File: src/rtl/afifo_pkg.sv
`timescale 1ns/1ps
package afifo_pkg;
  typedef struct packed {
    logic push;
    logic pop;
    logic flush;
  } fifoStrb_t;

  typedef struct packed {
    logic almostFull;
    logic full;
    logic almostEmpty;
    logic empty;
  } fifoFlags_t;

  localparam int EV_W       = 13;
  localparam int EV_XFER    = 0;
  localparam int EV_TX_BASE = 1;
  localparam int EV_RX_BASE = 7;
  localparam int OFS_EMPTY  = 0;
  localparam int OFS_AEMPTY = 1;
  localparam int OFS_FULL   = 2;
  localparam int OFS_AFULL  = 3;
  localparam int OFS_STARVE = 4;
  localparam int OFS_OVF    = 5;
  localparam int DIR_TX     = 0;
  localparam int DIR_RX     = 1;
endpackage

File: src/rtl/sample_fifo.sv
`timescale 1ns/1ps
module sample_fifo
  import afifo_pkg::*;
#(
  parameter int DATA_W = 16,
  parameter int DEPTH  = 32,
  parameter int MARGIN = 4
) (
  input  logic                             clk,
  input  logic                             rstN,
  input  fifoStrb_t                        strb,
  input  logic [DATA_W-1:0]                wrData,
  output logic [DATA_W-1:0]                headData,
  output logic [$clog2(DEPTH+1)-1:0]       count,
  output fifoFlags_t                       flags
);
  localparam int PTR_W = (DEPTH > 1) ? $clog2(DEPTH) : 1;
  localparam int CNT_W = $clog2(DEPTH+1);
  localparam logic [CNT_W-1:0] FULL_CNT  = CNT_W'(DEPTH);
  localparam logic [CNT_W-1:0] AE_CNT    = CNT_W'(MARGIN);
  localparam logic [CNT_W-1:0] AF_CNT    = CNT_W'(DEPTH - MARGIN);
  localparam logic [PTR_W-1:0] LAST_SLOT = PTR_W'(DEPTH - 1);

  logic [DATA_W-1:0] mem [DEPTH];
  logic [PTR_W-1:0]  wrPtr, rdPtr;

  function automatic logic [PTR_W-1:0] nextPtr(input logic [PTR_W-1:0] p);
    return (p == LAST_SLOT) ? '0 : p + 1'b1;
  endfunction

  always_ff @(posedge clk) begin
    if (strb.push && !strb.flush) mem[wrPtr] <= wrData;
  end

  always_ff @(posedge clk or negedge rstN) begin
    if (!rstN) begin
      wrPtr <= '0;
      rdPtr <= '0;
      count <= '0;
    end else if (strb.flush) begin
      wrPtr <= '0;
      rdPtr <= '0;
      count <= '0;
    end else begin
      if (strb.push) wrPtr <= nextPtr(wrPtr);
      if (strb.pop)  rdPtr <= nextPtr(rdPtr);
      case ({strb.push, strb.pop})
        2'b10:   count <= count + 1'b1;
        2'b01:   count <= count - 1'b1;
        default: count <= count;
      endcase
    end
  end

  assign headData          = mem[rdPtr];
  assign flags.empty       = (count == '0);
  assign flags.almostEmpty = (count <= AE_CNT);
  assign flags.full        = (count == FULL_CNT);
  assign flags.almostFull  = (count >= AF_CNT);


  count_bound_chk: assert property (@(posedge clk) disable iff (!rstN)
    count <= FULL_CNT);

  flush_empties_chk: assert property (@(posedge clk) disable iff (!rstN)
    strb.flush |=> count == '0);

  push_guarded_chk: assert property (@(posedge clk) disable iff (!rstN)
    (strb.push && !strb.pop && !strb.flush) |=> count == $past(count) + 1'b1);

  pop_guarded_chk: assert property (@(posedge clk) disable iff (!rstN)
    (strb.pop && !strb.push && !strb.flush) |=> count == $past(count) - 1'b1);
endmodule

File: src/rtl/afifo_datapath.sv
`timescale 1ns/1ps
module afifo_datapath
  import afifo_pkg::*;
#(
  parameter int DATA_W = 16,
  parameter int DEPTH  = 32,
  parameter int MARGIN = 4
) (
  input  logic                        clk,
  input  logic                        rstN,
  input  fifoStrb_t                   strb     [2],
  input  logic [DATA_W-1:0]           wrData   [2],
  output logic [DATA_W-1:0]           headData [2],
  output logic [$clog2(DEPTH+1)-1:0]  count    [2],
  output fifoFlags_t                  flags    [2]
);
  for (genvar d = 0; d < 2; d++) begin : g_dir
    sample_fifo #(
      .DATA_W (DATA_W),
      .DEPTH  (DEPTH),
      .MARGIN (MARGIN)
    ) u_fifo (
      .clk      (clk),
      .rstN     (rstN),
      .strb     (strb[d]),
      .wrData   (wrData[d]),
      .headData (headData[d]),
      .count    (count[d]),
      .flags    (flags[d])
    );
  end
endmodule

File: src/rtl/afifo_control.sv
`timescale 1ns/1ps
module afifo_control
  import afifo_pkg::*;
#(
  parameter int DATA_W = 16,
  parameter int CNT_W  = 6
) (
  input  logic               clk,
  input  logic               rstN,
  input  logic               txFifoEn,
  input  logic               rxFifoEn,
  input  logic               txDmaEn,
  input  logic               rxDmaEn,
  input  logic [CNT_W-1:0]   txLevel,
  input  logic [CNT_W-1:0]   rxLevel,
  input  logic               txWrEn,
  input  logic               txWrValid,
  input  logic               txPop,
  input  logic               rxPush,
  input  logic               rxRdEn,
  input  logic [CNT_W-1:0]   count    [2],
  input  fifoFlags_t         flags    [2],
  input  logic [DATA_W-1:0]  rxHead,
  input  logic [EV_W-1:0]    intMask,
  input  logic               irqGlobalEn,
  input  logic               clrStatus,
  output fifoStrb_t          strb     [2],
  output logic [DATA_W:0]    rxRdWord,
  output logic               txDmaReq,
  output logic               rxDmaReq,
  output logic [EV_W-1:0]    statusWord,
  output logic               irqPending
);
  logic txWrTry, txWrOk, txWrOvf, txPopOk, txStarve;
  logic rxPushOk, rxPushOvf, rxRdOk, rxStarve;
  logic [EV_W-1:0] setVec;
  logic [1:0] dirEn;
  logic [1:0] ovfEv, starveEv;

  assign txWrTry   = txFifoEn && txWrEn && txWrValid;
  assign txWrOk    = txWrTry && !flags[DIR_TX].full;
  assign txWrOvf   = txWrTry && flags[DIR_TX].full;
  assign txPopOk   = txFifoEn && txPop && !flags[DIR_TX].empty;
  assign txStarve  = txFifoEn && txPop && flags[DIR_TX].empty;
  assign rxPushOk  = rxFifoEn && rxPush && !flags[DIR_RX].full;
  assign rxPushOvf = rxFifoEn && rxPush && flags[DIR_RX].full;
  assign rxRdOk    = rxFifoEn && rxRdEn && !flags[DIR_RX].empty;
  assign rxStarve  = rxFifoEn && rxRdEn && flags[DIR_RX].empty;

  always_comb begin
    strb[DIR_TX] = '{push: txWrOk,   pop: txPopOk, flush: !txFifoEn};
    strb[DIR_RX] = '{push: rxPushOk, pop: rxRdOk,  flush: !rxFifoEn};
  end

  assign dirEn    = {rxFifoEn, txFifoEn};
  assign ovfEv    = {rxPushOvf, txWrOvf};
  assign starveEv = {rxStarve, txStarve};

  always_comb begin
    setVec = '0;
    setVec[EV_XFER] = txPopOk || rxPushOk;
    for (int d = 0; d < 2; d++) begin
      setVec[(d == 0 ? EV_TX_BASE : EV_RX_BASE) + OFS_EMPTY]  = dirEn[d] && flags[d].empty;
      setVec[(d == 0 ? EV_TX_BASE : EV_RX_BASE) + OFS_AEMPTY] = dirEn[d] && flags[d].almostEmpty;
      setVec[(d == 0 ? EV_TX_BASE : EV_RX_BASE) + OFS_FULL]   = dirEn[d] && flags[d].full;
      setVec[(d == 0 ? EV_TX_BASE : EV_RX_BASE) + OFS_AFULL]  = dirEn[d] && flags[d].almostFull;
      setVec[(d == 0 ? EV_TX_BASE : EV_RX_BASE) + OFS_STARVE] = starveEv[d];
      setVec[(d == 0 ? EV_TX_BASE : EV_RX_BASE) + OFS_OVF]    = ovfEv[d];
    end
  end

  always_ff @(posedge clk or negedge rstN) begin
    if (!rstN) statusWord <= '0;
    else       statusWord <= (clrStatus ? '0 : statusWord) | setVec;
  end

  assign irqPending = irqGlobalEn && |(statusWord & intMask);
  assign txDmaReq   = txDmaEn && txFifoEn && (count[DIR_TX] <= txLevel);
  assign rxDmaReq   = rxDmaEn && rxFifoEn && (count[DIR_RX] >= rxLevel);
  assign rxRdWord   = (rxFifoEn && !flags[DIR_RX].empty) ? {1'b1, rxHead} : '0;


  tx_ovf_flag_chk: assert property (@(posedge clk) disable iff (!rstN)
    (txFifoEn && txWrEn && txWrValid && flags[DIR_TX].full)
      |=> statusWord[EV_TX_BASE + OFS_OVF]);

  rx_starve_flag_chk: assert property (@(posedge clk) disable iff (!rstN)
    (rxFifoEn && rxRdEn && flags[DIR_RX].empty)
      |=> statusWord[EV_RX_BASE + OFS_STARVE]);

  sticky_hold_chk: assert property (@(posedge clk) disable iff (!rstN)
    !clrStatus |=> ((statusWord & $past(statusWord)) == $past(statusWord)));

  irq_gate_chk: assert property (@(posedge clk) disable iff (!rstN)
    irqPending |-> irqGlobalEn);

  tx_req_gate_chk: assert property (@(posedge clk) disable iff (!rstN)
    txDmaReq |-> (txDmaEn && txFifoEn));

  rx_disabled_quiet_chk: assert property (@(posedge clk) disable iff (!rstN)
    !rxFifoEn |-> !rxDmaReq && rxRdWord == '0);
endmodule

File: src/rtl/afifo_pair.sv
`timescale 1ns/1ps
module afifo_pair
  import afifo_pkg::*;
#(
  parameter int DATA_W = 16,
  parameter int DEPTH  = 32,
  parameter int MARGIN = 4,
  localparam int CNT_W  = $clog2(DEPTH+1),
  localparam int WORD_W = DATA_W + 1
) (
  input  logic              clk,
  input  logic              rstN,
  input  logic              txFifoEn,
  input  logic              rxFifoEn,
  input  logic              txDmaEn,
  input  logic              rxDmaEn,
  input  logic [CNT_W-1:0]  txLevel,
  input  logic [CNT_W-1:0]  rxLevel,
  input  logic              txWrEn,
  input  logic [WORD_W-1:0] txWrWord,
  input  logic              txPop,
  output logic [DATA_W-1:0] txData,
  input  logic              rxPush,
  input  logic [DATA_W-1:0] rxPushData,
  input  logic              rxRdEn,
  output logic [WORD_W-1:0] rxRdWord,
  output logic [CNT_W-1:0]  txCount,
  output logic [CNT_W-1:0]  rxCount,
  output logic [3:0]        txFlags,
  output logic [3:0]        rxFlags,
  output logic              txDmaReq,
  output logic              rxDmaReq,
  input  logic [EV_W-1:0]   intMask,
  input  logic              irqGlobalEn,
  input  logic              clrStatus,
  output logic [EV_W-1:0]   statusWord,
  output logic              irqPending
);
  fifoStrb_t         strb     [2];
  logic [DATA_W-1:0] wrData   [2];
  logic [DATA_W-1:0] headData [2];
  logic [CNT_W-1:0]  count    [2];
  fifoFlags_t        flags    [2];

  assign wrData[DIR_TX] = txWrWord[DATA_W-1:0];
  assign wrData[DIR_RX] = rxPushData;

  afifo_datapath #(.DATA_W(DATA_W), .DEPTH(DEPTH), .MARGIN(MARGIN)) u_dp (
    .clk(clk), .rstN(rstN), .strb(strb), .wrData(wrData),
    .headData(headData), .count(count), .flags(flags)
  );

  afifo_control #(.DATA_W(DATA_W), .CNT_W(CNT_W)) u_ctl (
    .clk(clk), .rstN(rstN),
    .txFifoEn(txFifoEn), .rxFifoEn(rxFifoEn),
    .txDmaEn(txDmaEn), .rxDmaEn(rxDmaEn),
    .txLevel(txLevel), .rxLevel(rxLevel),
    .txWrEn(txWrEn), .txWrValid(txWrWord[DATA_W]),
    .txPop(txPop), .rxPush(rxPush), .rxRdEn(rxRdEn),
    .count(count), .flags(flags), .rxHead(headData[DIR_RX]),
    .intMask(intMask), .irqGlobalEn(irqGlobalEn), .clrStatus(clrStatus),
    .strb(strb), .rxRdWord(rxRdWord),
    .txDmaReq(txDmaReq), .rxDmaReq(rxDmaReq),
    .statusWord(statusWord), .irqPending(irqPending)
  );

  assign txData  = headData[DIR_TX];
  assign txCount = count[DIR_TX];
  assign rxCount = count[DIR_RX];
  assign txFlags = flags[DIR_TX];
  assign rxFlags = flags[DIR_RX];
endmodule

File: config.mk
export PLATFORM = sky130hd
export DESIGN_NAME = afifo_pair
export DESIGN_NICKNAME = d
export VERILOG_FILES = /design/src/rtl/afifo_pkg.sv /design/src/rtl/sample_fifo.sv /design/src/rtl/afifo_datapath.sv /design/src/rtl/afifo_control.sv /design/src/rtl/afifo_pair.sv
export SDC_FILE = /design/constraint.sdc
export NUM_CORES = 1
export LEC_CHECK = 0
export CORE_MARGIN = 8
export CORE_UTILIZATION = 35
export DETAILED_ROUTE_END_ITERATION = 7
export DONT_BUFFER_PORTS = 1
export PLACE_DENSITY = 0.52
export SLEW_MARGIN = 10
export SYNTH_ARGS = -nofsm -noshare
export SYNTH_HDL_FRONTEND = slang
export SYNTH_SLANG_ARGS = --single-unit
File: constraint.sdc
create_clock -name clk -period 2.7 [get_ports clk]
set_input_delay 0 -clock clk [delete_from_list [all_inputs] [get_ports clk]]
set_output_delay 0 -clock clk [all_outputs]
set_load 0.01 [all_outputs]
==> summary.md <==
| Metric | Value |
|---|---|
| Number of CTS-inserted buffers | 112 |
| Drc violations | 0 |
| Pre-CTS setup slack | 0.0940 ns |
| Non-Filler Instances | 4,063 |
| Synth area leader | edfxtp_1 |
| Initial antenna violation count | 8 |
| NetSw | 11.8 mW |
| Synthesis warning total | 0 |
| Routability cong. | 0.773 |
| Worst slew margin | 0.176 |
| Die Ht | 364 um |
| R2R Setup Slk | 0.11 ns |
| Sequential share of power | 0.420 |
| Status | finished with violations |
| DRT iter0 DRCs | 1,797 |
| Nets | 2,450 |
| Worst-Margin Slew | 1.23 ns |
| Routed WL per cell | 25.4 um |
| Synth async-reset ratio | 0.0421 |
| Crit path max fanout | 7 |
| Hold WC Path Type | input port to register |
| Routed WL | 103,000 um |
| Setup CP Type | register to primary output |
| Dpl cell area | 45,400 um^2 |
| I/O pin cnt | 139 |
| First-pass GRT wire length | 151,000 um |
| Period utilisation layout | 1.09 |
| Vias in the first global route | 22,400 |
| GRT Residual Overflow | 0 |
| All-Layer GR Usage | 0.152 |
| Tmin final | 2.94 ns |
| Placed insts | 3,723 |
| Vias | 21,300 |
| Synth unique cells | 64 |
| Post-route ant nets | 0 |
| Final HPWL DP | 58,100 um |
| Peak supply drop | 0.655 mV |
| # setup viols final | 21 |
| Switching share of power | 0.266 |
| Core ar. | 120,000 um^2 |
| Combinational power share | 0.249 |
| Clk_lat worst skew | 0.70 ns |
| Largest cells by area after synthesis | edfxtp_1, mux4_2, mux2i_1 |
| Area growth syn-to-layout | 22.0% |
| Syn Std Cell Area | 42,400 um^2 |
| Most common cell after layout, fill and taps aside | edfxtp_1 |
| Slack of the critical path | -0.235 ns |
| Post-synthesis cell count | 2,094 |
| Post-synth EDFFs | 1,024 |
| Slew Limit Fails | 0 |
| Pre-antenna DRT Iters | 5 |
| Top cell type's share of synthesized area | 0.725 |
| # rows | 127 |
| H-Tree Depth | 3 |
| Highest Clock Rate | 0.341 GHz |
| Leak pwr | 16.3 nW |
| Crit. End Element | primary output |
| Clk pin slew, worst setup/hold paths | 0.06 ns |
| Clock share of power | 0.331 |
| Clock Tree Buf Depth | 3 |
| Post-Syn Nets | 2,196 |
| Die area | 133,000 um^2 |
| Sequential-to-total area share from yosys stat | 0.751 |
| Width of the chip | 364 um |
| RSZ-0062 raised after global routing | yes |
| CTS tree | done |
| Max_cap viols | 0 |
| Layout cells sized above 1 | 0.307 |
| Synth Flop Type | edfxtp_1 |
| Final Hold Viols | 0 |
| Syn Area/Cell | 20.3 um^2 |
| P per Cell Area | 861 nW/um^2 |
| Initial Util | 0.353 |
| Yosys reg bits | 1,069 |
| Clk_skew | 0.0316 ns |
| Arr. time, crit path | 2.94 ns |
| Worst setup SP type | register |
| Failing checks | setup timing |
| Clock sinks | 1,069 |
| Critical Path RT | 2.70 ns |
| Internal power | 32.7 mW |
| Port bufs | 0 |
| Largest net degree at the start of global routing | 65 |
| Root buf cell | clkbuf_16 |
| Final Instance Area | 51,700 um^2 |
| Most frequent cells in the layout | edfxtp_1, mux4_2, mux2i_1, clkbuf_16, buf_4 |
| Post-DR vias/cell | 5.23 |
## synthesized netlist by cell type (all sizes together) (5+ instances only)
cell    number
a22oi        5
o221ai      64
o22ai       33
nor3         9
a21oi       22
inv         23
a31oi        5
nand3       22
o31ai       19
a21boi      18
a22o         7
nand2       58
o21ai       22
clkbuf      69
mux2i      132
mux4       224
edfxtp    1024
nand3b      10
xor2         5
nand2b       6
dfrtp       45
ha          32
mux2        19
a211o       16
buf         49
nor2        90
and3         6
## critical path, cell delays in order, from the launching register on
cell     delay, ns
dfrtp_4       0.49
buf_6         0.16
buf_16        0.15
mux4_2        0.51
mux4_2        0.60
mux2_4        0.35
## area by class of cell
class / count / area [um^2]
diodes: 7 / 17.5
inverters: 23 / 86.3
flip-flops and latches: 1069 / 31900
fillers: 10500 / 68400
repair buffers: 258 / 3400
multi-input cells: 884 / 10800
clock buffers: 142 / 2960
well taps: 1612 / 2020
clock inverters: 68 / 582
## metrics by stage
| stage | power (mW) | hold WS [ns] | TNS (ns) | utilization |
|---|---|---|---|---|
| after floorplan | 24.8 | -0.296 | 0 | - |
| after global placement | 27.0 | -0.291 | 0 | 0.378 |
| after detailed placement | 27.1 | -0.292 | 0 | 0.378 |
| after CTS | 44.2 | 0.0215 | -5.17 | 0.424 |
| after global routing | 46.3 | 0.106 | -5.85 | 0.431 |
| final | 44.6 | 0.0893 | -3.41 | 0.431 |
## cells by family (layout without fill, tap and decap cells)
family          count (synthesis)  in the layout  synth area share
flops                        1069           1069             0.751
mux                           375            375             0.155
compound gates                241            241            0.0421
simple gates                  229            229            0.0255
buf+inv                       141            491            0.0150
fa+ha+maj                      32             32           0.00944
xor+xnor                        7              7           0.00162
other cells                     0              7                 0
## metal layers
metal	up-vias	wire length (um)	GRT usage
li1	9293	-	-
met1	11300	42600	0.191
met2	524	53500	0.269
met3	149	4530	0.0251
met4	0	2600	0.0422
met5	-	0	0
## path summary, 6_finish.rpt
path	endpoint	start	cells after the start
min in group asynchronous	u_ctl.statusWord[4]	rstN	4
max in group asynchronous	u_dp.g_dir[1].u_fifo.rdPtr[0]	rstN	4
worst min-delay path	u_dp.g_dir[0].u_fifo.count[3]	txWrWord[16]	6
worst max register to register	u_dp.g_dir[1].u_fifo.count[4]	u_dp.g_dir[1].u_fifo.count[1]	11
worst min register to register	u_dp.g_dir[1].u_fifo.rdPtr[2]	u_dp.g_dir[1].u_fifo.rdPtr[2]	1
worst max-delay path	txData[7]	u_dp.g_dir[0].u_fifo.rdPtr[0]	5
## what timing repair did
action | in CTS | in global routing
pin swaps | 41 | 50
hold endpoints to repair | 1114 | 0
cloned | 20 | 9
resized for setup | 128 | 85
buffers inserted | 22 | 21
endpoints found under the setup margin | 32 | 38
hold buffers | 54 | 0
## sequential cells by signal (all words and copies together) (netlist names)
signal                   count
u_dp.g_dir.u_fifo.mem     1024
u_dp.g_dir.u_fifo.count     12
u_ctl.statusWord            13
u_dp.g_dir.u_fifo.wrPtr     10
u_dp.g_dir.u_fifo.rdPtr     10
## power by group through the flow
stage	logic [mW]	registers [mW]	clock network, mW
2_1_floorplan	5.87	19.0	0
5_1_grt	11.8	18.7	15.8
4_1_cts	10.4	18.7	15.1
6_report	11.1	18.7	14.8
3_3_place_gp	7.93	19.0	0
3_5_place_dp	7.99	19.1	0
Power figures use the tool's default switching activity.
